`src/rtl/tbase_pkg.sv`:
```
package tbase_pkg;

    localparam int CFG_W        = 32;
    localparam int OSC_LSB      = 0;
    localparam int OSC_W        = 8;
    localparam int RTC_LSB      = 8;
    localparam int RTC_W        = 6;
    localparam int SRC_LSB      = 15;
    localparam int SYS_GATE_BIT = 17;
    localparam int NAR_LSB      = 19;
    localparam int NAR_W        = 5;
    localparam int WIDE_LSB     = 24;
    localparam int WIDE_W       = 8;

    typedef enum logic [1:0] {
        SRC_OSC      = 2'd0,
        SRC_SYS_NAR  = 2'd1,
        SRC_SYS_WIDE = 2'd2,
        SRC_RTC      = 2'd3
    } tb_src_e;

    typedef enum logic [1:0] {
        ST_ALIGN = 2'd0,
        ST_RUN   = 2'd1,
        ST_PARK  = 2'd2
    } seq_state_e;

    typedef struct packed {
        tb_src_e              src;
        logic                 sys_gate;
        logic [OSC_W-1:0]     osc_cnt;
        logic [RTC_W-1:0]     rtc_cnt;
        logic [NAR_W-1:0]     nar_cnt;
        logic [WIDE_W-1:0]    wide_cnt;
    } tb_cfg_t;

    function automatic tb_cfg_t cfg_unpack(input logic [CFG_W-1:0] w);
        tb_cfg_t c;
        c.src      = tb_src_e'(w[SRC_LSB +: 2]);
        c.sys_gate = w[SYS_GATE_BIT];
        c.osc_cnt  = w[OSC_LSB  +: OSC_W];
        c.rtc_cnt  = w[RTC_LSB  +: RTC_W];
        c.nar_cnt  = w[NAR_LSB  +: NAR_W];
        c.wide_cnt = w[WIDE_LSB +: WIDE_W];
        return c;
    endfunction

    function automatic logic is_sys_src(input tb_src_e s);
        return (s == SRC_SYS_NAR) || (s == SRC_SYS_WIDE);
    endfunction

endpackage

```
`src/rtl/tbase_seq.sv`:
```
module tbase_seq
    import tbase_pkg::*;
#(
    parameter logic [CFG_W-1:0] RESET_WORD = 32'h0000_0018
) (
    input  logic             clk,
    input  logic             rst_n,
    input  logic             cfg_we,
    input  logic [CFG_W-1:0] cfg_wdata,
    output tb_cfg_t          cfg,
    output logic             count_en,
    output logic             clear
);

    seq_state_e state_q;
    seq_state_e state_d;
    tb_cfg_t    cfg_q;
    logic       gated;

    // control word register
    always_ff @(posedge clk) begin
        if (!rst_n) begin
            cfg_q <= cfg_unpack(RESET_WORD);
        end else if (cfg_we) begin
            cfg_q <= cfg_unpack(cfg_wdata);
        end
    end

    assign gated = is_sys_src(cfg_q.src) && !cfg_q.sys_gate;

    // state register
    always_ff @(posedge clk) begin
        if (!rst_n) begin
            state_q <= ST_ALIGN;
        end else begin
            state_q <= state_d;
        end
    end

    // next state
    always_comb begin
        state_d = state_q;
        unique case (state_q)
            ST_ALIGN: begin
                if (cfg_we)     state_d = ST_ALIGN;
                else if (gated) state_d = ST_PARK;
                else            state_d = ST_RUN;
            end
            ST_RUN: begin
                if (cfg_we) state_d = ST_ALIGN;
            end
            ST_PARK: begin
                if (cfg_we) state_d = ST_ALIGN;
            end
            default: state_d = ST_ALIGN;
        endcase
    end

    // outputs
    always_comb begin
        count_en = 1'b0;
        clear    = cfg_we;
        unique case (state_q)
            ST_ALIGN: clear    = 1'b1;
            ST_RUN:   count_en = !cfg_we;
            ST_PARK:  count_en = 1'b0;
            default:  clear    = 1'b1;
        endcase
    end

    assign cfg = cfg_q;

    p_write_aligns_r9: assert property (@(posedge clk) disable iff (!rst_n)
        cfg_we |=> (state_q == ST_ALIGN));

    p_park_when_gated_r5: assert property (@(posedge clk) disable iff (!rst_n)
        (state_q == ST_RUN) |-> !gated);

endmodule

```
`src/rtl/tbase_prescale.sv`:
```
module tbase_prescale
    import tbase_pkg::*;
#(
    parameter int CNT_W    = 8,
    parameter int XTAL_DIV = 3
) (
    input  logic    clk,
    input  logic    rst_n,
    input  tb_cfg_t cfg,
    input  logic    count_en,
    input  logic    clear,
    input  logic    osc_en,
    input  logic    sys_en,
    input  logic    rtc_en,
    output logic    ref_en,
    output logic    base_tick,
    output logic    xtal_tick
);

    localparam int XW = (XTAL_DIV > 1) ? $clog2(XTAL_DIV) : 1;

    logic [CNT_W-1:0] limit;
    logic [CNT_W-1:0] last;
    logic [CNT_W-1:0] base_cnt;
    logic             step;

    // reference and period selection
    always_comb begin
        unique case (cfg.src)
            SRC_OSC: begin
                ref_en = osc_en;
                limit  = CNT_W'(cfg.osc_cnt);
            end
            SRC_SYS_NAR: begin
                ref_en = sys_en;
                limit  = CNT_W'(cfg.nar_cnt);
            end
            SRC_SYS_WIDE: begin
                ref_en = sys_en;
                limit  = CNT_W'(cfg.wide_cnt);
            end
            default: begin
                ref_en = rtc_en;
                limit  = CNT_W'(cfg.rtc_cnt);
            end
        endcase
    end

    assign last = (limit <= CNT_W'(1)) ? '0 : limit - CNT_W'(1);
    assign step = count_en && ref_en;

    always_ff @(posedge clk) begin
        if (!rst_n || clear) begin
            base_cnt <= '0;
        end else if (step) begin
            base_cnt <= (base_cnt == last) ? '0 : base_cnt + CNT_W'(1);
        end
    end

    assign base_tick = step && (base_cnt == last);

    generate
        if (XTAL_DIV > 1) begin : g_xtal_div
            logic [XW-1:0] x_cnt;
            always_ff @(posedge clk) begin
                if (!rst_n || clear) begin
                    x_cnt <= '0;
                end else if (step) begin
                    x_cnt <= (x_cnt == XW'(XTAL_DIV - 1)) ? '0 : x_cnt + XW'(1);
                end
            end
            assign xtal_tick = is_sys_src(cfg.src) ? base_tick
                             : (step && (x_cnt == XW'(XTAL_DIV - 1)));

            p_xtal_clear_r9: assert property (@(posedge clk) disable iff (!rst_n)
                clear |=> (x_cnt == '0));
        end else begin : g_xtal_pass
            assign xtal_tick = is_sys_src(cfg.src) ? base_tick : step;
        end
    endgenerate

    p_base_clear_r9: assert property (@(posedge clk) disable iff (!rst_n)
        clear |=> (base_cnt == '0));

    p_base_bound_r2: assert property (@(posedge clk) disable iff (!rst_n)
        count_en |-> (base_cnt <= last));

endmodule

```
`src/rtl/tbase_decade.sv`:
```
module tbase_decade #(
    parameter int DIV = 10
) (
    input  logic clk,
    input  logic rst_n,
    input  logic clear,
    input  logic tick_i,
    output logic tick_o
);

    localparam int DW = (DIV > 1) ? $clog2(DIV) : 1;
    localparam logic [DW-1:0] TOP = DW'(DIV - 1);

    logic [DW-1:0] cnt_q;

    always_ff @(posedge clk) begin
        if (!rst_n || clear) begin
            cnt_q <= '0;
        end else if (tick_i) begin
            cnt_q <= (cnt_q == TOP) ? '0 : cnt_q + DW'(1);
        end
    end

    assign tick_o = tick_i && (cnt_q == TOP);

    p_decade_wrap_r7: assert property (@(posedge clk) disable iff (!rst_n)
        (tick_i && (cnt_q == TOP) && !clear) |=> (cnt_q == '0));

    p_decade_hold_r7: assert property (@(posedge clk) disable iff (!rst_n)
        (!tick_i && !clear) |=> $stable(cnt_q));

endmodule

```
`src/rtl/tbase_gen.sv`:
```
module tbase_gen
    import tbase_pkg::*;
#(
    parameter int               CNT_W      = 8,
    parameter int               XTAL_DIV   = 3,
    parameter int               DECADE     = 10,
    parameter logic [CFG_W-1:0] RESET_WORD = 32'h0000_0018
) (
    input  logic             clk,
    input  logic             rst_n,
    input  logic             cfg_we,
    input  logic [CFG_W-1:0] cfg_wdata,
    input  logic             osc_en,
    input  logic             sys_en,
    input  logic             rtc_en,
    output logic             tick_1us,
    output logic             tick_10us,
    output logic             tick_100us,
    output logic             tick_1ms,
    output logic             tick_xtal
);

    localparam int STAGES = 3;
    localparam int NTICK  = STAGES + 1;

    tb_cfg_t          cfg;
    logic             count_en;
    logic             clear;
    logic             ref_en;
    logic             xtal_c;
    logic [NTICK-1:0] chain;
    logic [NTICK-1:0] tick_q;
    logic             xtal_q;

    tbase_seq #(.RESET_WORD(RESET_WORD)) u_seq (
        .clk      (clk),
        .rst_n    (rst_n),
        .cfg_we   (cfg_we),
        .cfg_wdata(cfg_wdata),
        .cfg      (cfg),
        .count_en (count_en),
        .clear    (clear)
    );

    tbase_prescale #(.CNT_W(CNT_W), .XTAL_DIV(XTAL_DIV)) u_pre (
        .clk      (clk),
        .rst_n    (rst_n),
        .cfg      (cfg),
        .count_en (count_en),
        .clear    (clear),
        .osc_en   (osc_en),
        .sys_en   (sys_en),
        .rtc_en   (rtc_en),
        .ref_en   (ref_en),
        .base_tick(chain[0]),
        .xtal_tick(xtal_c)
    );

    generate
        for (genvar i = 0; i < STAGES; i++) begin : g_stage
            tbase_decade #(.DIV(DECADE)) u_dec (
                .clk   (clk),
                .rst_n (rst_n),
                .clear (clear),
                .tick_i(chain[i]),
                .tick_o(chain[i+1])
            );
        end
    endgenerate

    always_ff @(posedge clk) begin
        if (!rst_n) begin
            tick_q <= '0;
            xtal_q <= 1'b0;
        end else begin
            tick_q <= chain;
            xtal_q <= xtal_c;
        end
    end

    assign tick_1us   = tick_q[0];
    assign tick_10us  = tick_q[1];
    assign tick_100us = tick_q[2];
    assign tick_1ms   = tick_q[3];
    assign tick_xtal  = xtal_q;

    p_nested_ticks_r7: assert property (@(posedge clk) disable iff (!rst_n)
        tick_1ms |-> (tick_100us && tick_10us && tick_1us));

    p_quiet_unless_run_r9: assert property (@(posedge clk) disable iff (!rst_n)
        !$past(count_en) |-> ((tick_q == '0) && !xtal_q));

    p_tick_follows_ref_r10: assert property (@(posedge clk) disable iff (!rst_n)
        (tick_1us || tick_xtal) |-> $past(ref_en));

    p_no_tick_on_write_r9: assert property (@(posedge clk) disable iff (!rst_n)
        cfg_we |=> !tick_1us);

endmodule

```
`config.mk`:
```
export PLATFORM = sky130hd
export DESIGN_NAME = tbase_gen
export DESIGN_NICKNAME = d
export VERILOG_FILES = /design/src/rtl/tbase_pkg.sv /design/src/rtl/tbase_seq.sv /design/src/rtl/tbase_prescale.sv /design/src/rtl/tbase_decade.sv /design/src/rtl/tbase_gen.sv
export SDC_FILE = /design/constraint.sdc
export NUM_CORES = 1
export LEC_CHECK = 0
export BUFFER_PORTS_ARGS = -buffer_cell sky130_fd_sc_hd__clkbuf_2
export CAP_MARGIN = 5
export CELL_PAD_IN_SITES_DETAIL_PLACEMENT = 2
export CELL_PAD_IN_SITES_GLOBAL_PLACEMENT = 2
export CORE_UTILIZATION = 32
export CTS_BUF_LIST = sky130_fd_sc_hd__clkbuf_16
export CTS_CLUSTER_SIZE = 8
export DETAILED_ROUTE_END_ITERATION = 10
export PLACE_DENSITY_LB_ADDON = 0.1
export SETUP_SLACK_MARGIN = 0.2
export SYNTH_ARGS = -nofsm -noshare
export SYNTH_HDL_FRONTEND = slang
export SYNTH_HIERARCHICAL = 1
export SYNTH_SLANG_ARGS = --single-unit
```
`constraint.sdc`:
```
create_clock -name clk -period 5 [get_ports clk]
set_input_delay 0.75 -clock clk [delete_from_list [all_inputs] [get_ports clk]]
set_output_delay 0.75 -clock clk [all_outputs]
set_load 0.02 [all_outputs]
```
# --- After elaboration in Yosys (flattened, before gate mapping) ---
# Cells that the tools add are included.
word_totals:
  reg_bits: 59
  inputBits: 38
  out_inout_bits: 5
  wordCells: 62
classes:
  add_sub_neg: 6
  n_lt_le_gt_ge: 1
  n_eq_ne: 10
  n_mux: 15
  reduce_logical: 16
op_table:
  columns: ["operator", "n"]
  rows:
  - ["one-hot mux 8 bit (3 select lines)", 1]
  - ["two-way mux 8 bit", 2]
  - ["adder 4 x 1 -> 4 bit (second input constant)", 3]
  - ["== test 4 bit (second input constant)", 3]
  - ["two-way mux 4 bit", 3]
  - ["adder 8 x 1 -> 8 bit (second input constant)", 1]
  - ["== test 8 bit", 1]
  - ["less-or-equal comparator 8 x 1 -> 1 bit (second input constant)", 1]
  - ["two-way mux 2 bit", 4]
  - ["subtractor 8 x 1 -> 8 bit (second input constant)", 1]
  - ["logical AND 1 bit", 7]
  - ["== test 2 bit (second input constant)", 3]
  - ["== test 2 x 1 -> 1 bit (second input constant)", 2]
  - ["logical NOT 2 bit", 2]
  - ["one-hot mux 2 bit (2 select lines)", 1]
  - ["OR reduction 2 bit", 2]
  - ["logical NOT 1 bit", 3]
  - ["two-way mux 1 bit", 3]
  - ["adder 2 x 1 -> 2 bit (second input constant)", 1]
  - ["logical OR 1 bit", 2]
  - ["inequality test 2 x 1 -> 1 bit (second input constant)", 1]
  - ["one-hot mux 1 bit (2 select lines)", 1]

# --- Depth between registers and ports, before layout ---
# Gate-level depths: netlist of run 1.
depth:
  depth_word: 9
  depth_mapped: 18
  depth_no_buf: 16

# --- Cells and area by module ---
# Netlist of run 1, hierarchy kept.
modules_own_cells:
  columns: ["module", "n_inst", "cells_per_inst", "area_per_inst_um2", "seq_area_each_um2"]
  rows:
  - ["tbase_seq", 1, 114, 1268.7, 640.6]
  - ["tbase_prescale", 1, 150, 1191.1, 200.2]
  - ["tbase_decade", 3, 22, 193.9, 80.1]
  - ["tbase_gen", 1, 10, 131.4, 100.1]

# --- Worst setup path before layout of run 1 ---
# No wires, ideal clock.
synth_path:
  path_type: "register to register"
  startpoint: "register u_seq.cfg_q (netlist bit u_seq/cfg[28])"
  endpoint: "register g_stage[2].u_dec.cnt_q[1]"
  setup_ps: 66
  arrival_time_ps: 5125
  required_time_ps: 4934
  slack_ps: -191
  stages_incl_launch_ff: 19
  n_path_buf: 2
  period_less_slack_ps: 5191
  path_cell_list: "dfxtp_1 inv_1 ha_1 buf_6 a222oi_1 mux2i_1 or4_1 buf_2 o311ai_2 o21ai_2 or3_1 nor4_2 nand2_2 nor4b_1 nand2_2 nor4b_1 nand2_2 a211o_1 a21oi_2"
synth_between:
  elab_chain_len: 8
  word_cells_on_any_way: 14
  cone_classes: "add/sub (1); order compare (1); eq/ne (3); mux (3); reduce/logical (6)"
synth_lines:
  columns: ["element", "line", "text"]
  rows:
  - ["start: declaration", "tbase_seq.sv:17", "tb_cfg_t cfg_q;"]
  - ["start signal: assignment", "tbase_seq.sv:23", "cfg_q <= cfg_unpack(RESET_WORD);"]
  - ["start signal: assignment", "tbase_seq.sv:25", "cfg_q <= cfg_unpack(cfg_wdata);"]
  - ["== test 2 bit (tied with other cells)", "tbase_prescale.sv:29", "unique case (cfg.src)"]
  - ["one-hot mux 8 bit (3 select lines)", "tbase_prescale.sv:29", null]
  - ["subtractor 8 x 1 -> 8 bit or less-or-equal comparator 8 x 1 -> 1 bit (tied branches)", "tbase_prescale.sv:49", "assign last = (limit <= CNT_W'(1)) ? '0 : limit - CNT_W'(1);"]
  - ["two-way mux 8 bit", "tbase_prescale.sv:49", null]
  - ["== test 8 bit", "tbase_prescale.sv:60", "assign base_tick = step && (base_cnt == last);"]
  - ["logical AND 1 bit (*)", "tbase_prescale.sv:60", null]
  - ["via chain[0]", "tbase_gen.sv:31", "logic [NTICK-1:0] chain;"]
  - ["logical AND 1 bit (*)", "tbase_decade.sv:24", "assign tick_o = tick_i && (cnt_q == TOP);"]
  - ["via chain[1]", "tbase_gen.sv:31", null]
  - ["logical AND 1 bit (*)", "tbase_decade.sv:24", null]
  - ["via chain[2]", "tbase_gen.sv:31", null]
  - ["end signal: assignment", "tbase_decade.sv:20", "cnt_q <= (cnt_q == TOP) ? '0 : cnt_q + DW'(1);"]
  - ["end: declaration", "tbase_decade.sv:14", "logic [DW-1:0] cnt_q;"]
# Mark *: on every way through the listed nets, which the timed path passes. The rest lies on a longest branch.
# A chain may end at the register's enable or synchronous reset.

# --- Worst setup path after layout of run 1 ---
layout_path:
  startpoint: "register u_seq.cfg_q (netlist bit u_seq/cfg[28])"
  endpoint: "register g_stage[2].u_dec.cnt_q[3]"
# The elaborated chain is that of the path after synthesis.

==> flow_metrics.py, run 1 <==
metrics = {
    "die": {
        "die_w_um": 102,
        "coreArea_mm2": 0.00942,
        "ios": 43,
        "initial_core_util": 0.337,
        "die_h_um": 102,
        "row_count": 35,
        "die_area_mm2": 0.0103,
    },
    "route": {
        "drt_pre_antenna_iters": 4,
        "drt_wl_total_mm": 9.54,
        "ant_nets": 0,
        "vias_per_cell": 5.15,
        "routedWlPerCell_um": 17.9,
        "drt_iter0_markers": 72,
        "num_vias": 2740,
        "route.detailed.drc": 0,
    },
    "sta": {
        "fin_tns_setup_ps": 0,
        "tightest_slew_ps": 941,
        "worst_slack_ps": 472,
        "final.min_clock_period_ps": 4530,
        "relSlewSlack": 0.369,
        "slew_viol_final": 0,
        "finalSetupViolations": 0,
        "rsz0062_at_grt": "false",
        "finClkSkew_ps": 6.39,
        "fin_crit_sh": 0.906,
        "hold_viol_final": 0,
        "holdWs_ps": 455,
        "timing.fmax_ghz": 0.221,
    },
    "clock_network": {
        "clk_pin_slew_ps": 60,
        "htreeDepth": 3,
        "worstSkewPairLatency_ps": 330,
        "clock_path_buffers": 2,
        "cts_tree": "yes",
        "cts_hold_buf": 0,
        "clock-root-buffer": "clkbuf_16",
        "cts_inserted_buffers": 9,
        "clock_sinks": 59,
    },
    "grt": {
        "grt_overflow_total": 0,
        "grt_pass1_vias": 2962,
        "grt_use_total": 0.201,
        "antenna_found_initial": 0,
        "grt_max_degree": 43,
        "grt_pass1_wl_mm": 15.6,
    },
    "synth": {
        "synth_top_family_by_area": "simple AND/OR/NAND/NOR gates",
        "synth.yosys.warnings": 6,
        "synth_compound_area_frac": 0.160,
        "synth_cell_types": 57,
        "yosys.area.top_type": "dfxtp_1",
        "netlist_top_cells_area": "dfxtp_1, mux2i_1, nor2b_1, xnor2_1, ha_1",
        "synth_nets": 385,
        "synth_top_area_frac": 0.372,
        "synthXorXnorAreaFrac": 0.0580,
        "ys_seq_elements": 59,
        "synth_mux_area_frac": 0.115,
        "synthArstFlopShare": 0,
        "synth_edf_count": 0,
        "synth_cells": 340,
        "avgSynthCellArea_um2": 9.33,
        "ys.flop_type": "dfxtp_1",
        "yosysSeqAreaShare": 0.372,
        "syn_area_mm2": 0.00317,
        "yosys.area_share.adder": 0.0276,
        "yosys.area_share.simple": 0.224,
    },
    "finish": {
        "utilization": 0.418,
        "num-nets-final": 443,
        "stdcell_count": 532,
        "diodes": 0,
        "multiInputGateArea_mm2": 0.00191,
        "seq_area_mm2": 0.00119,
        "syn_to_final_growth_pct": 24.1,
        "drive_gt1_frac": 0.251,
        "nFillCells": 1061,
    },
    "worst_setup_path": {
        "worstSetupPathType": "flop to flop",
        "end_kind": "flop",
        "reg2reg_slack_ps": 470,
        "r2r-end": "g_stage[2].u_dec/cnt_q[3]",
        "reg2reg_depth": 18,
        "worstReg2RegStart": "u_seq/cfg[28]",
        "crit_start": "u_seq/cfg[28]",
        "required_ps": 5260,
        "arrival_ps": 4790,
        "start_kind": "flop",
        "crit_fanout": 7,
    },
    "place": {
        "pre_cts_ws_ps": 43.7,
        "placed_cells": 515,
        "dp_hpwl_mm": 6.86,
        "gp_congestion": 0.766,
        "port_buffers": 40,
    },
    "power": {
        "powerDensity_mw_per_mm2": 321,
        "vdd_drop_max_mv": 0.140,
        "p_leak_nw": 1.58,
    },
    "hold_path": {
        "min_from": "u_seq/state_q[1]",
        "min_path_type": "flop to flop",
        "hold_depth": 2,
        "hold_path_end": "u_seq/state_q[1]",
    },
    "status": {
        "status": "completed",
    },
    "flow_run": {
        "max_cap_violations": 0,
    },
}
## sequential cells by signal (all words and copies together) (netlist names)
name / flops
g_stage.u_dec/cnt_q: 12
tick_q: 4
tick_xtal: 1
u_pre/base_cnt: 8
u_pre/g_xtal_div.x_cnt: 2
u_seq/cfg: 30
u_seq/state_q: 2
## metrics by stage
step	power, mW	area [um^2]
final	1.26	3940
after global placement	0.683	3600
after CTS	1.28	3900
after global routing	1.32	3940
after detailed placement	0.690	3600
after floorplan	0.623	3190
## placed cells by master (no fill, tap or decap), types with 3 or more instances in the layout
master and n:
nand2_2 3, o21ai_0 7, a21oi_1 14, clkbuf_2 40, buf_4 20, a22oi_1 8
ha_2 3, or3_1 3, nand4_1 3, a211o_1 3, xnor2_1 13, mux2_2 3
a222oi_1 3, clkbuf_16 9, nand2_1 20, nand3_1 6, a21oi_2 3, nor4b_4 3
nor3_1 3, a211oi_1 6, and4b_1 3, xor2_1 8, o211ai_1 3, nand2b_1 6
o21ai_1 5, nor2_1 14, dfxtp_1 57, ha_1 4, nor2b_1 37, and2_1 5
clkinvlp_4 3, mux2i_1 33, inv_1 13
## where the power goes
group | internal, mW | switching (mW)
Clock | 0.337 | 0.238
Sequential | 0.486 | 0.0105
Combinational | 0.0826 | 0.108
## timing repair
action	in CTS	in global routing
buffers inserted	0	1
setup endpoints to repair	4	4
gates resized for setup	5	6
pin swaps	1	5
## critical path, stage by stage (launching register included)
cell and delay (ps):
dfxtp_2 380, inv_1 90, ha_2 220, a222oi_1 580, mux2i_1 210, or4_4 510
o311ai_2 260, o21ai_2 120, or3_1 400, nor4_2 150, buf_4 160, nand2_2 60
nor4b_4 310, nand2_2 120, nor4b_4 300, buf_4 180, and4b_1 210, o21ai_1 80
a21oi_1 120
## layout make-up
type,count,area share
Clock buffer,9,0.0572
Clock inverter,7,0.0134
Inverter,14,0.0134
Multi-Input combinational cell,254,0.485
Sequential cell,59,0.301
Tap cell,129,0.0410
Timing Repair Buffer,60,0.0890
## cell families after synthesis
group / after synthesis
AND/OR/NAND/NOR: 119
AO/OA/AOI/OAI: 71
flip-flops: 59
multiplexers: 36
buffers and inverters: 27
XOR/XNOR: 21
adder cells (fa/ha/maj): 7
## metal layers
metal,part of all wire,GRT usage
met2,0.50,0.346
met1,0.46,0.253
met3,0.034,0.0476
met4,0.0062,0.0502
met5,0,0
## cells in the mapped netlist, drive strengths merged, types with 3 or more instances
master  number
dfxtp       59
nor2b       37
mux2i       33
nand2       23
a21oi       17
inv         14
nor2        14
o21ai       13
xnor2       13
a22oi        8
buf          8
xor2         8
ha           7
a211oi       6
nand2b       6
nand3        6
and2         5
clkbuf       5
nor4b        5
nor3         4
nor4         4
a211o        3
a222oi       3
and4b        3
mux2         3
nand4        3
o211ai       3
or3          3
## worst max-delay path by stage
stage	to	slack, ps	cells past startpoint
final	g_stage[2].u_dec/cnt_q[3]	470	18
after global routing	g_stage[2].u_dec/cnt_q[3]	210	18
after CTS	g_stage[2].u_dec/cnt_q[3]	250	18
after detailed placement	g_stage[2].u_dec/cnt_q[3]	40	18
after global placement	g_stage[2].u_dec/cnt_q[3]	240	18
after floorplan	g_stage[2].u_dec/cnt_q[1]	240	18
(Power assumes the default switching activity.)
==> run 2: changes to the inputs <==
CELL_PAD_IN_SITES_DETAIL_PLACEMENT = unset   (was 2)
CELL_PAD_IN_SITES_GLOBAL_PLACEMENT = unset   (was 2)
CORE_UTILIZATION = 52   (was 32)
PLACE_DENSITY = 0.76   (was unset)
PLACE_DENSITY_LB_ADDON = unset   (was 0.1)
==> flow_metrics.py, run 2 (same netlist as run 1, synthesis figures left out) <==
metrics = {
    "finish": {
        "nFillCells": 477,
        "diodes": 0,
        "drive_gt1_frac": 0.242,
        "largest_reg_flops": 30,
        "layout_common_cells": "dfxtp_1, clkbuf_2, nor2b_1",
        "final_common_cell": "dfxtp_1",
        "num-nets-final": 436,
        "stdcell_count": 471,
        "syn_to_final_growth_pct": 20.7,
    },
    "clock_network": {
        "worstSkewPairLatency_ps": 320,
        "clock-root-buffer": "clkbuf_16",
        "htreeDepth": 3,
        "cts_inserted_buffers": 9,
        "cts_tree": "yes",
        "clock_path_buffers": 2,
        "cts_hold_buf": 0,
        "clk_pin_slew_ps": 50,
        "clock_sinks": 59,
    },
    "place": {
        "dp_hpwl_mm": 4.77,
        "placed_cells": 452,
        "port_buffers": 40,
        "gp_congestion": 0.866,
    },
    "die": {
        "die_w_um": 80.1,
        "die_area_mm2": 0.00642,
        "ios": 43,
        "row_count": 28,
        "initial_core_util": 0.539,
        "die_h_um": 80.1,
        "coreArea_mm2": 0.00589,
    },
    "power": {
        "powerDensity_mw_per_mm2": 331,
        "vdd_drop_max_mv": 0.255,
        "p_leak_nw": 1.56,
    },
    "sta": {
        "final.min_clock_period_ps": 4580,
        "finClkSkew_ps": 6.42,
        "slew_viol_final": 0,
        "hold_viol_final": 0,
        "fin_crit_sh": 0.916,
        "fin_tns_setup_ps": 0,
        "finalSetupViolations": 0,
        "relSlewSlack": 0.561,
        "timing.fmax_ghz": 0.218,
        "tightest_slew_ps": 642,
        "rsz0062_at_grt": "false",
    },
    "route": {
        "vias_per_cell": 5.58,
        "drt_wl_total_mm": 7.00,
        "num_vias": 2627,
        "routedWlPerCell_um": 14.9,
        "drt_pre_antenna_iters": 4,
        "drt_iter0_markers": 117,
        "ant_nets": 0,
        "route.detailed.drc": 0,
    },
    "worst_setup_path": {
        "endpoint": "g_stage[2].u_dec/cnt_q[1]",
        "worstSetupPathType": "flop to flop",
        "required_ps": 5260,
        "worstReg2RegStart": "u_seq/cfg[28]",
        "reg2reg_slack_ps": 420,
        "end_kind": "flop",
        "reg2reg_depth": 18,
        "arrival_ps": 4840,
        "crit_start": "u_seq/cfg[28]",
        "r2r-end": "g_stage[2].u_dec/cnt_q[1]",
        "start_kind": "flop",
        "crit_fanout": 6,
    },
    "status": {
        "status": "completed",
    },
    "grt": {
        "grt_use_met1": 0.272,
        "grt_overflow_total": 0,
        "grt_pass1_wl_mm": 11.1,
        "use_met3": 0.0489,
        "grt_pass1_vias": 2537,
        "antenna_found_initial": 0,
        "grt_use_total": 0.228,
        "grt_max_degree": 43,
        "grt_util_met2": 0.393,
        "grt_busiest_layer": "met2",
    },
    "hold_path": {
        "min_path_type": "flop to flop",
    },
    "flow_run": {
        "max_cap_violations": 0,
    },
}
[run 2: changes by cell type in the layout (fill, tap and decap cells not counted), sizes merged]
cell | before | now
buf | 20 | 13
bufinv | 0 | 1
inv | 16 | 15
[run 2: metrics by stage]
step           hold slack (ps)  setup slack, ps  area (um^2)  total power, mW  utilization
2_1_floorplan              428              245         3190            0.623            -
6_report                   451              418         3830             1.27        0.651
4_1_cts                    459              262         3780             1.26        0.642
5_1_grt                    483              214         3830             1.31        0.651
3_3_place_gp               442              324         3470            0.661        0.589
3_5_place_dp               450              198         3470            0.664        0.589
[run 2: critical path, cell delays in order (launching register included)]
cell       delay [ps]
dfxtp_2           350
inv_1              90
ha_1              350
buf_4             210
a222oi_1          100
mux2i_2           420
nor4_1            150
a2111oi_0         480
o22ai_1           200
or3_1             430
nor4_4            310
nand2_2           140
nor4b_4           280
nand2_2           120
nor4b_2           220
buf_4             170
nand2_2            70
a211o_1           290
a21oi_2           130
[run 2: layout make-up]
class	instances	area, um^2	area share
clock buffers	9	225	0.0588
repair buffers	53	298	0.0777
inverters	14	52.6	0.0137
well taps	75	93.8	0.0245
clock inverters	7	70.1	0.0183
multi-input cells	254	1910	0.498
flip-flops and latches	59	1180	0.309
[run 2: timing repair]
| item | CTS | global route |
|---|---|---|
| gates resized for setup | 1 | 10 |
| gates cloned | 0 | 0 |
| setup buffers | 1 | 2 |
| pin swaps | 1 | 2 |
| setup endpoints to repair | 2 | 5 |
[run 2: power by group]
| part | internal (mW) | switching, mW |
|---|---|---|
| clock network | 0.383 | 0.214 |
| logic | 0.0779 | 0.0970 |
| registers | 0.487 | 0.00966 |
| total | 0.947 | 0.321 |
[run 2: worst min-delay path by stage]
stage,end,startpoint,depth (start not counted),slack [ps]
after floorplan,u_seq/state_q[1],u_seq/state_q[1],2,430
after global placement,u_seq/state_q[1],u_seq/state_q[1],2,440
after detailed placement,u_seq/state_q[1],u_seq/state_q[1],2,450
after CTS,u_seq/state_q[1],u_seq/state_q[1],2,460
after global routing,u_seq/state_q[1],u_seq/state_q[1],2,480
final,u_seq/state_q[1],u_seq/state_q[1],2,450
[run 2: metal layers]
metal | part of all wire | up-vias
met2 | 0.50 | 61
met1 | 0.45 | 1242
met3 | 0.046 | 4
li1 | - | 1320
met4 | 0.0066 | 0
met5 | 0 | -
==> run 3: changes to the inputs <==
ABC_AREA = 1   (was unset)
==> flow_metrics.py, run 3 <==
metrics = {
    "status": {
        "status": "completed",
    },
    "grt": {
        "grt_overflow_total": 0,
        "antenna_found_initial": 0,
        "grt_use_total": 0.226,
        "grt_pass1_vias": 2756,
        "grt_max_degree": 41,
        "grt_pass1_wl_mm": 11.4,
    },
    "sta": {
        "finClkSkew_ps": 6.65,
        "slew_viol_final": 0,
        "tightest_slew_ps": 699,
        "rsz0062_at_grt": "false",
        "hold_viol_final": 0,
        "timing.fmax_ghz": 0.248,
        "final.min_clock_period_ps": 4040,
        "worst_slack_ps": 960,
        "finalSetupViolations": 0,
        "fin_crit_sh": 0.808,
        "fin_tns_setup_ps": 0,
        "relSlewSlack": 0.534,
    },
    "finish": {
        "stdcell_count": 575,
        "layout_common_cells": "nand2_1, nor2_1, dfxtp_1",
        "final_common_cell": "nand2_1",
        "largest_reg_flops": 30,
        "num-nets-final": 540,
        "drive_gt1_frac": 0.194,
        "diodes": 0,
        "syn_to_final_growth_pct": 16.2,
    },
    "clock_network": {
        "clock_path_buffers": 2,
        "cts_hold_buf": 0,
        "clk_pin_slew_ps": 50,
        "cts_inserted_buffers": 9,
        "clock-root-buffer": "clkbuf_16",
        "htreeDepth": 3,
        "worstSkewPairLatency_ps": 320,
        "cts_resized": 0,
        "cts_setup_buffers": 0,
        "cts_tree": "yes",
        "clock_sinks": 59,
    },
    "synth": {
        "synth_top_area_frac": 0.371,
        "ys.flop_type": "dfxtp_1",
        "synth_nets": 502,
        "synth_cells": 457,
        "syn_area_mm2": 0.00319,
        "synth_edf_count": 0,
        "yosys-top-cells-count": "nand2_1, nor2_1, dfxtp_1, inv_1, nand3_1",
        "avgSynthCellArea_um2": 6.97,
        "yosysMostFrequentCell": "nand2_1",
        "netlist_top_cells_area": "dfxtp_1, nand2_1, nor2_1, inv_1, nand3_1",
        "synthArstFlopShare": 0,
        "ys_seq_elements": 59,
        "yosysSeqAreaShare": 0.371,
        "synth_cell_types": 34,
        "synth.yosys.warnings": 6,
        "yosys.area.top_type": "dfxtp_1",
    },
    "route": {
        "num_vias": 2863,
        "route.detailed.drc": 0,
        "drt_iter0_markers": 107,
        "vias_per_cell": 4.98,
        "ant_nets": 0,
        "drt_wl_total_mm": 6.39,
        "drt_pre_antenna_iters": 7,
        "routedWlPerCell_um": 11.1,
    },
    "worst_setup_path": {
        "worstPathBufferInverterCount": 1,
        "reg2reg_depth": 24,
        "arrival_ps": 4250,
        "worstReg2RegStart": "u_seq/cfg[28]",
        "worstSetupPathType": "flop to flop",
        "crit_family": "simple AND/OR/NAND/NOR gates",
        "crit_chain": "inv_1 -> ha_1 -> nand2_1 -> nand2_1 -> o21ai_2 -> nand2_1 -> nor2_2 -> nand2_2 -> nand2_1 -> nand2_1 -> nand2_1 -> nand2_1 -> nor2_2 -> nand3_2 -> nor2_2 -> nand3_1 -> nor2_1 -> nand3_1 -> nor2_1 -> nand2_2 -> nor2_1 -> nand3_1 -> nand2_1 -> nor2_1",
        "path_common_cell": "nand2_1",
        "critical-path-slowest-cell": "dfxtp_1",
        "start_kind": "flop",
        "reg2reg_slack_ps": 960,
        "crit_fanout": 14,
        "slowest_delay_ps": 410,
        "r2r-end": "g_stage[2].u_dec/cnt_q[3]",
        "required_ps": 5210,
        "end_kind": "flop",
    },
    "die": {
        "die_w_um": 80.3,
        "die_area_mm2": 0.00644,
        "coreArea_mm2": 0.00592,
        "row_count": 28,
        "ios": 43,
        "initial_core_util": 0.538,
        "die_h_um": 80.3,
    },
    "power": {
        "p_int_mw": 1.04,
        "powerDensity_mw_per_mm2": 370,
        "vdd_drop_max_mv": 0.246,
        "p_leak_nw": 1.77,
        "p_comb_frac": 0.136,
        "p_switching_mw": 0.331,
        "pwr-share-clk": 0.500,
        "switching_share": 0.242,
        "seqPwrFrac": 0.364,
        "power.total_mw": 1.37,
    },
    "place": {
        "dp_hpwl_mm": 4.53,
        "pre_cts_ws_ps": 1000,
        "placed_cells": 559,
        "gp_congestion": 0.803,
        "port_buffers": 40,
    },
    "hold_path": {
        "min_from": "u_seq/cfg[22]",
        "hold_depth": 2,
        "hold_path_end": "u_seq/cfg[22]",
        "min_path_type": "flop to flop",
    },
    "flow_run": {
        "max_cap_violations": 0,
    },
}
[run 3: changes by cell type after synthesis, moves of 7 or more]
cell	change
mux2i_1	-33
nor2_2	+8
o21ai_0	+21
nand2_2	+7
a22oi_1	-8
nand3_1	+26
nor2b_1	-37
inv_1	+33
nor2_1	+72
xnor2_1	-10
nand2_1	+88
[run 3: per-layer routing]
| metal | up-vias | global-route usage | part of all wire |
|---|---|---|---|
| li1 | 1517 | - | - |
| met1 | 1297 | 0.256 | 0.47 |
| met2 | 40 | 0.402 | 0.48 |
| met3 | 9 | 0.0625 | 0.033 |
| met4 | 0 | 0.0857 | 0.013 |
| met5 | - | 0 | 0 |
[run 3: power groups by stage]
stage | logic [mW] | clock network, mW | registers (mW)
CTS | 0.187 | 0.694 | 0.499
global placement | 0.179 | 0 | 0.508
finish | 0.186 | 0.686 | 0.499
detailed placement | 0.184 | 0 | 0.508
floorplan | 0.152 | 0 | 0.506
global route | 0.212 | 0.718 | 0.501
[run 3: worst register-to-register path, stage by stage, from the launching register on]
cell and delay (ps):
dfxtp_1 410, inv_1 90, ha_1 330, nand2_1 110, nand2_1 60, o21ai_2 220, nand2_1 120, nor2_2 130
nand2_2 180, nand2_1 100, nand2_1 50, nand2_1 50, nand2_1 70, nor2_2 160, nand3_2 120, nor2_2 270
nand3_1 180, nor2_1 330, nand3_1 200, nor2_1 340, nand2_2 110, nor2_1 120, nand3_1 70, nand2_1 80
nor2_1 40
[run 3: how the worst max path moves through the flow]
stage	startpoint	slack (ps)	cells after the start	endpoint
after detailed placement	u_seq/cfg[28]	1000	24	g_stage[2].u_dec/cnt_q[3]
after floorplan	u_seq/cfg[28]	1650	22	g_stage[2].u_dec/cnt_q[3]
after global routing	u_seq/cfg[28]	440	22	g_stage[2].u_dec/cnt_q[3]
final	u_seq/cfg[28]	960	24	g_stage[2].u_dec/cnt_q[3]
after CTS	u_seq/cfg[28]	920	24	g_stage[2].u_dec/cnt_q[3]
after global placement	u_seq/cfg[28]	1130	22	g_stage[2].u_dec/cnt_q[3]
[run 3: cell families (layout without fill, tap and decap cells)]
logic type / count (synthesis) / after routing / synth area share
AND/OR/NAND/NOR: 269 / 269 / 0.384
AO/OA/AOI/OAI: 51 / 51 / 0.100
adder cells (fa/ha/maj): 7 / 7 / 0.0275
buffers and inverters: 63 / 106 / 0.0958
flip-flops: 59 / 59 / 0.371
XOR/XNOR: 8 / 8 / 0.0220
[run 3: final cells by class]
type                       count  area, um^2
fill                         542        2220
multi-input combinational    335        1700
sequential                    59        1180
clock buffer                   9         225
timing repair buffer          40         200
inverter                      50         195
clock inverter                 7         108
tap                           75        93.8
[run 3: metrics by stage]
stage                     area (um^2)  utilization  hold slack [ps]
after detailed placement         3370        0.569              443
after CTS                        3700        0.625              456
after global placement           3370        0.569              442
final                            3700        0.625              459
after floorplan                  3190            -              429
after global routing             3700        0.625              498
